==> src/rtl/can_tx_prio_pkg.sv <==
package can_tx_prio_pkg;
  localparam int unsigned ID_W  = 29;
  localparam int unsigned BASE_W = 11;
  localparam int unsigned EXT_W = ID_W - BASE_W;
  localparam int unsigned KEY_W = BASE_W + 2 + EXT_W + 1;
  typedef logic [KEY_W-1:0] arb_key_t;
endpackage

==> src/rtl/can_tx_key_build.sv <==
module can_tx_key_build
  import can_tx_prio_pkg::*;
#(
  parameter int unsigned N_MBOX = 32
) (
  input  logic [N_MBOX*ID_W-1:0]  id_i,
  input  logic [N_MBOX-1:0]       ide_i,
  input  logic [N_MBOX-1:0]       rtr_i,
  input  logic                    zero_i,
  output logic [N_MBOX*KEY_W-1:0] key_o
);
  for (genvar m = 0; m < N_MBOX; m++) begin : g_key
    logic [ID_W-1:0] id;
    arb_key_t        key;
    assign id = id_i[m*ID_W +: ID_W];
    always_comb begin
      if (ide_i[m])
        key = {id[ID_W-1 -: BASE_W], 1'b1, 1'b1, id[EXT_W-1:0], rtr_i[m]};
      else
        // standard frame: pad extended part recessive so it wins over same base
        key = {id[ID_W-1 -: BASE_W], rtr_i[m], 1'b0, {EXT_W{1'b1}}, 1'b1};
    end
    // mailbox mode: all keys equal, tie rule picks highest index
    assign key_o[m*KEY_W +: KEY_W] = zero_i ? '0 : key;
  end
endmodule

==> src/rtl/can_tx_arb_tree.sv <==
module can_tx_arb_tree #(
  parameter int unsigned N_MBOX = 32,
  parameter int unsigned KEY_W  = 32,
  localparam int unsigned IDX_W = $clog2(N_MBOX),
  localparam int unsigned NP    = 1 << IDX_W
) (
  input  logic [N_MBOX-1:0]       vld_i,
  input  logic [N_MBOX*KEY_W-1:0] key_i,
  output logic                    any_o,
  output logic [IDX_W-1:0]        idx_o
);
  // heap layout: node k has children 2k (lower indices) and 2k+1
  logic             nv [2*NP];
  logic [KEY_W-1:0] nk [2*NP];
  logic [IDX_W-1:0] ni [2*NP];

  assign nv[0] = 1'b0;
  assign nk[0] = '0;
  assign ni[0] = '0;

  for (genvar i = 0; i < NP; i++) begin : g_leaf
    if (i < N_MBOX) begin : g_real
      assign nv[NP+i] = vld_i[i];
      assign nk[NP+i] = key_i[i*KEY_W +: KEY_W];
    end else begin : g_pad
      assign nv[NP+i] = 1'b0;
      assign nk[NP+i] = '1;
    end
    assign ni[NP+i] = IDX_W'(i);
  end

  for (genvar k = 1; k < NP; k++) begin : g_node
    logic hi;
    // ties go to the higher-index side
    assign hi    = nv[2*k+1] && (!nv[2*k] || (nk[2*k+1] <= nk[2*k]));
    assign nv[k] = nv[2*k] | nv[2*k+1];
    assign nk[k] = hi ? nk[2*k+1] : nk[2*k];
    assign ni[k] = hi ? ni[2*k+1] : ni[2*k];
  end

  assign any_o = nv[1];
  assign idx_o = nv[1] ? ni[1] : '0;
endmodule

==> src/rtl/can_tx_sel_ctrl.sv <==
module can_tx_sel_ctrl #(
  parameter int unsigned IDX_W = 5
) (
  input  logic             clk_i,
  input  logic             rst_ni,
  input  logic             any_i,
  input  logic [IDX_W-1:0] win_i,
  input  logic             start_i,
  input  logic             done_i,
  input  logic             lost_i,
  output logic             valid_o,
  output logic [IDX_W-1:0] idx_o,
  output logic             busy_o
);
  logic             valid_q, busy_q;
  logic [IDX_W-1:0] idx_q;

  always_ff @(posedge clk_i or negedge rst_ni) begin
    if (!rst_ni) begin
      valid_q <= 1'b0;
      busy_q  <= 1'b0;
      idx_q   <= '0;
    end else if (busy_q) begin
      if (done_i || lost_i) begin
        busy_q  <= 1'b0;
        valid_q <= 1'b0;
      end
    end else if (valid_q && start_i) begin
      busy_q <= 1'b1;
    end else begin
      valid_q <= any_i;
      idx_q   <= win_i;
    end
  end

  assign valid_o = valid_q;
  assign idx_o   = idx_q;
  assign busy_o  = busy_q;
endmodule

==> src/rtl/can_tx_prio_sel.sv <==
module can_tx_prio_sel
  import can_tx_prio_pkg::*;
#(
  parameter int unsigned N_MBOX = 32,
  localparam int unsigned IDX_W = $clog2(N_MBOX)
) (
  input  logic                   clk_i,
  input  logic                   rst_ni,
  input  logic                   mode_i,
  input  logic [N_MBOX-1:0]      pend_i,
  input  logic [N_MBOX-1:0]      txcfg_i,
  input  logic [N_MBOX*ID_W-1:0] id_i,
  input  logic [N_MBOX-1:0]      ide_i,
  input  logic [N_MBOX-1:0]      rtr_i,
  input  logic                   start_i,
  input  logic                   done_i,
  input  logic                   lost_i,
  output logic                   valid_o,
  output logic [IDX_W-1:0]       idx_o,
  output logic                   busy_o
);
  logic [N_MBOX-1:0]       elig;
  logic [N_MBOX*KEY_W-1:0] keys;
  logic                    any;
  logic [IDX_W-1:0]        win;

  for (genvar m = 0; m < N_MBOX; m++) begin : g_elig
    if (m == 0) begin : g_m0
      assign elig[m] = pend_i[m] & txcfg_i[m] & ~mode_i;
    end else begin : g_mn
      assign elig[m] = pend_i[m] & txcfg_i[m];
    end
  end

  can_tx_key_build #(.N_MBOX(N_MBOX)) i_key (
    .id_i   (id_i),
    .ide_i  (ide_i),
    .rtr_i  (rtr_i),
    .zero_i (mode_i),
    .key_o  (keys)
  );

  can_tx_arb_tree #(.N_MBOX(N_MBOX), .KEY_W(KEY_W)) i_tree (
    .vld_i (elig),
    .key_i (keys),
    .any_o (any),
    .idx_o (win)
  );

  can_tx_sel_ctrl #(.IDX_W(IDX_W)) i_ctrl (
    .clk_i   (clk_i),
    .rst_ni  (rst_ni),
    .any_i   (any),
    .win_i   (win),
    .start_i (start_i),
    .done_i  (done_i),
    .lost_i  (lost_i),
    .valid_o (valid_o),
    .idx_o   (idx_o),
    .busy_o  (busy_o)
  );
endmodule

==> config.mk <==
export PLATFORM = sky130hd
export DESIGN_NAME = can_tx_prio_sel
export DESIGN_NICKNAME = d
export VERILOG_FILES = /design/src/rtl/can_tx_prio_pkg.sv /design/src/rtl/can_tx_key_build.sv /design/src/rtl/can_tx_arb_tree.sv /design/src/rtl/can_tx_sel_ctrl.sv /design/src/rtl/can_tx_prio_sel.sv
export SDC_FILE = /design/constraint.sdc
export NUM_CORES = 2
export LEC_CHECK = 0
export CAP_MARGIN = 20
export CORE_AREA = 4 4 418 420
export DETAILED_ROUTE_END_ITERATION = 10
export DIE_AREA = 0 0 422 424
export GPL_ROUTABILITY_DRIVEN = 1
export PLACE_DENSITY_LB_ADDON = 0.05
export SYNTH_ARGS = -nofsm -noshare
export SYNTH_HDL_FRONTEND = slang
export SYNTH_SLANG_ARGS = --single-unit
==> constraint.sdc <==
create_clock -name clk_i -period 4.3 [get_ports clk_i]
set_clock_uncertainty 0.1 [all_clocks]
set_input_delay 0.86 -clock clk_i [delete_from_list [all_inputs] [get_ports clk_i]]
set_output_delay 0.86 -clock clk_i [all_outputs]
set_load 0.05 [all_outputs]
==> impl_metrics.yaml <==
placed_design:
  place_area_mm2: 0.07751
  dp_hpwl_um: 221900
  portBuffers: 1068
  place_congestion: 0.9417
drt:
  wirelength_um: 248800
  vias: 56920
  drcViolationCount: 0
  ant_nets: 0
  wl_per_cell_um: 20.55
  drtIter0Drc: 2275
  routed_via_density: 4.701
  dr.pass1.iters: 6
clock_tree:
  cts_buffers: 3
  htree_levels: 1
  cts.sinks: 7
  cts_root_buf: "clkbuf_16"
  cts_tree: "built"
  postCtsHoldBufs: 0
  cts_buffer_depth: 2
  clk_latency_ps: 250
  clkTransAtPathRegs_ps: 40
setup_path:
  slowest_stage: "clkdlybuf4s50_1"
  worstPathRequired_ps: 4340
  cp.arrival_ps: 12540
  worst_path_most_repeated_cell: "buf_4"
  critPathTopFamily: "compound AO/OA/AOI/OAI gates"
  reg2reg_slack_ps: 2350
  r2r-end: "i_ctrl.idx_o[1]"
  endpoint_kind: "flop"
  worst-path-buf-inv: 18
  critPathKind: "in -> reg"
  cp-startpoint: "ide_i[6]"
  cp_slowest_stage_delay_ps: 470
  r2r-start: "i_ctrl.busy_o"
  crit_fanout: 16
  worstSetupStartpointType: "input pin"
  rr_worst_depth: 5
synthesis:
  synth_top_area_cell: "ha_1"
  synth_seq_cells: 7
  synth-edff-count: 0
  dominantRegCellSynth: "dfrtp_1"
  post-synth-top-count-cell: "inv_1"
  synthTopCellsByCount: "1530 x inv_1, 1020 x a21oi_1, 992 x ha_1"
  synthesis.area_mm2: 0.04508
  syn_nets: 8563
  synth_top_area_share_pct: 27.53
  synth_area_leaders: "ha_1 28%, mux2i_1 16%, inv_1 13%, a21oi_1 11%, nand2b_1 5.1%"
  synth_cell_types: 76
  seq_area_frac_synth_pct: 0.3886
  synth-async-reset-ratio_pct: 100.0
  avgSynthCellArea_um2: 6.926
  yosys_warnings: 0
  syn_inst: 6509
min_path:
  min_path_type: "reg -> reg"
  hold_depth: 1
  min_to: "i_ctrl.idx_o[4]"
  hold_start: "i_ctrl.idx_o[4]"
sta:
  slew_viol_final: 0
  max_freq_mhz: 80.01
  whs_ps: 399.6
  maxSlewHeadroom_pct: 42.37
  rsz0062_at_grt: "yes"
  hold_violations: 0
  worst_slew_pin_slew_ps: 861.7
  finalSetupViolCount: 5
  fin_crit_sh_pct: 290.7
  min_period_ps: 12500
  setup_slack_ps: -8199
pwr:
  power.density_mw_per_mm2: 204.3
  ir_drop_uv: 255.1
  leakagePower_nw: 42.90
floorplan:
  die_w_um: 422
  top_level_ports: 1069
  dieArea_mm2: 0.1789
  core_area_mm2: 0.1710
  start_util_pct: 26.37
  rows: 152
  die_h_um: 424
cells_and_area:
  area_growth_syn_to_layout_pct: 79.58
  final_nets: 11910
  design_area_mm2: 0.08095
  drive_gt1_share_pct: 32.44
global_route:
  grt_pass1_wl_um: 362900
  first_global_vias: 58850
  grt_max_degree: 76
  grt_overflow_total: 0
  grt_use_total_pct: 26.22
  antenna_found_initial: 21
run_status:
  violations: "negative setup slack"
  status: "complete, but fails checks"
flow_run:
  max-cap-violations: 0
==> worst max-delay path by stage <==
| stage | cells after the start | endpoint |
|---|---|---|
| floorplan | 57 | i_ctrl.idx_o[1] |
| global placement | 53 | i_ctrl.idx_o[1] |
| detailed placement | 54 | i_ctrl.idx_o[1] |
| CTS | 56 | i_ctrl.idx_o[1] |
| global route | 58 | i_ctrl.idx_o[0] |
| finish | 61 | i_ctrl.idx_o[0] |
==> cell families after synthesis <==
logic type                 count (synthesis)  share of synthesized area [%]
and+or+nand+nor                         1227                          14.92
DFF                                        7                         0.3886
buffers and inverters                   1814                          15.71
AOI/OAI and AO/OA                       1561                          20.34
muxes                                    908                          21.11
adders and majority gates                992                          27.53
==> final cells by class <==
type / count / area (um2)
repair buffers: 3626 / 31520
flip-flops and latches: 7 / 175.2
inverters: 1530 / 5743
well taps: 2233 / 2794
diodes: 17 / 42.54
fillers: 17380 / 90020
clock inverters: 1 / 5.005
multi-input cells: 4691 / 40590
clock buffers: 3 / 75.07
==> sequential cells by signal, summed over array words and instances, names as in the netlist <==
name and cells:
i_ctrl.idx_o 5, i_ctrl.busy_o 1, i_ctrl.valid_o 1
==> layer usage <==
layer  track usage [%]  vias to the layer above  wire [um]
li1                  -                    29110          -
met1             30.66                    26560     103700
met2             51.84                     1052     132500
met3             1.580                      195       6411
met4             5.594                        0       6231
met5                 0                        -          0
==> stage by stage <==
| step | setup TNS, ps | std cells | setup WS (ps) | power (mW) | utilization (%) |
|---|---|---|---|---|---|
| final | -40580 | 12110 | -8199 | 16.54 | 47.35 |
| after global routing | -42990 | 12100 | -8690 | 17.96 | 47.34 |
| after CTS | -40350 | 12060 | -8152 | 16.16 | 46.49 |
| after detailed placement | -47390 | 12000 | -9622 | 15.16 | 45.34 |
| after global placement | -47210 | 12000 | -9571 | 15.05 | 45.34 |
| after floorplan | -34980 | 6509 | -7185 | 7.554 | - |
==> where the power goes <==
| part | internal [mW] | switching [mW] | leakage [nW] |
|---|---|---|---|
| Sequential | 0.104 | 0.0309 | 0.0833 |
| Clock | 0.123 | 0.0541 | 0.0410 |
| Combinational | 8.52 | 7.71 | 42.8 |
==> cell usage in the layout (no fill, tap or decap), types with 15 or more instances in the layout <==
| cell | synthesis | routed |
|---|---|---|
| a211oi_1 | 31 | 27 |
| mux2i_1 | 714 | 548 |
| mux2_4 | 0 | 29 |
| nor4_1 | 38 | 20 |
| o21a_1 | 31 | 31 |
| nand2b_1 | 368 | 355 |
| mux2i_2 | 1 | 117 |
| nor2b_1 | 64 | 62 |
| nor2_1 | 119 | 116 |
| buf_6 | 13 | 25 |
| a21oi_1 | 1020 | 915 |
| o21bai_1 | 18 | 18 |
| a21oi_2 | 2 | 95 |
| ha_1 | 992 | 959 |
| buf_4 | 26 | 2424 |
| o211ai_1 | 57 | 57 |
| a211o_1 | 18 | 18 |
| inv_1 | 1530 | 1527 |
| buf_12 | 0 | 83 |
| a21oi_4 | 5 | 17 |
| nand3_1 | 96 | 96 |
| or2_2 | 18 | 15 |
| nor3_1 | 29 | 24 |
| a221o_1 | 17 | 17 |
| mux2_2 | 177 | 148 |
| clkdlybuf4s50_1 | 0 | 1066 |
| o21ai_0 | 108 | 95 |
| nand2_1 | 234 | 229 |
| nand4_1 | 200 | 200 |
| mux2i_4 | 16 | 66 |
| diode_2 | 0 | 17 |
| a21o_1 | 119 | 117 |
| ha_4 | 0 | 33 |
==> what timing repair did <==
item                                    in CTS  in global routing
endpoints found under the setup margin       5                  5
pin swaps                                   31                 36
buffers inserted                            37                 28
resized for setup                          244                219
cloned                                      13                  7
Note: power is estimated with default switching activity, not from simulation.
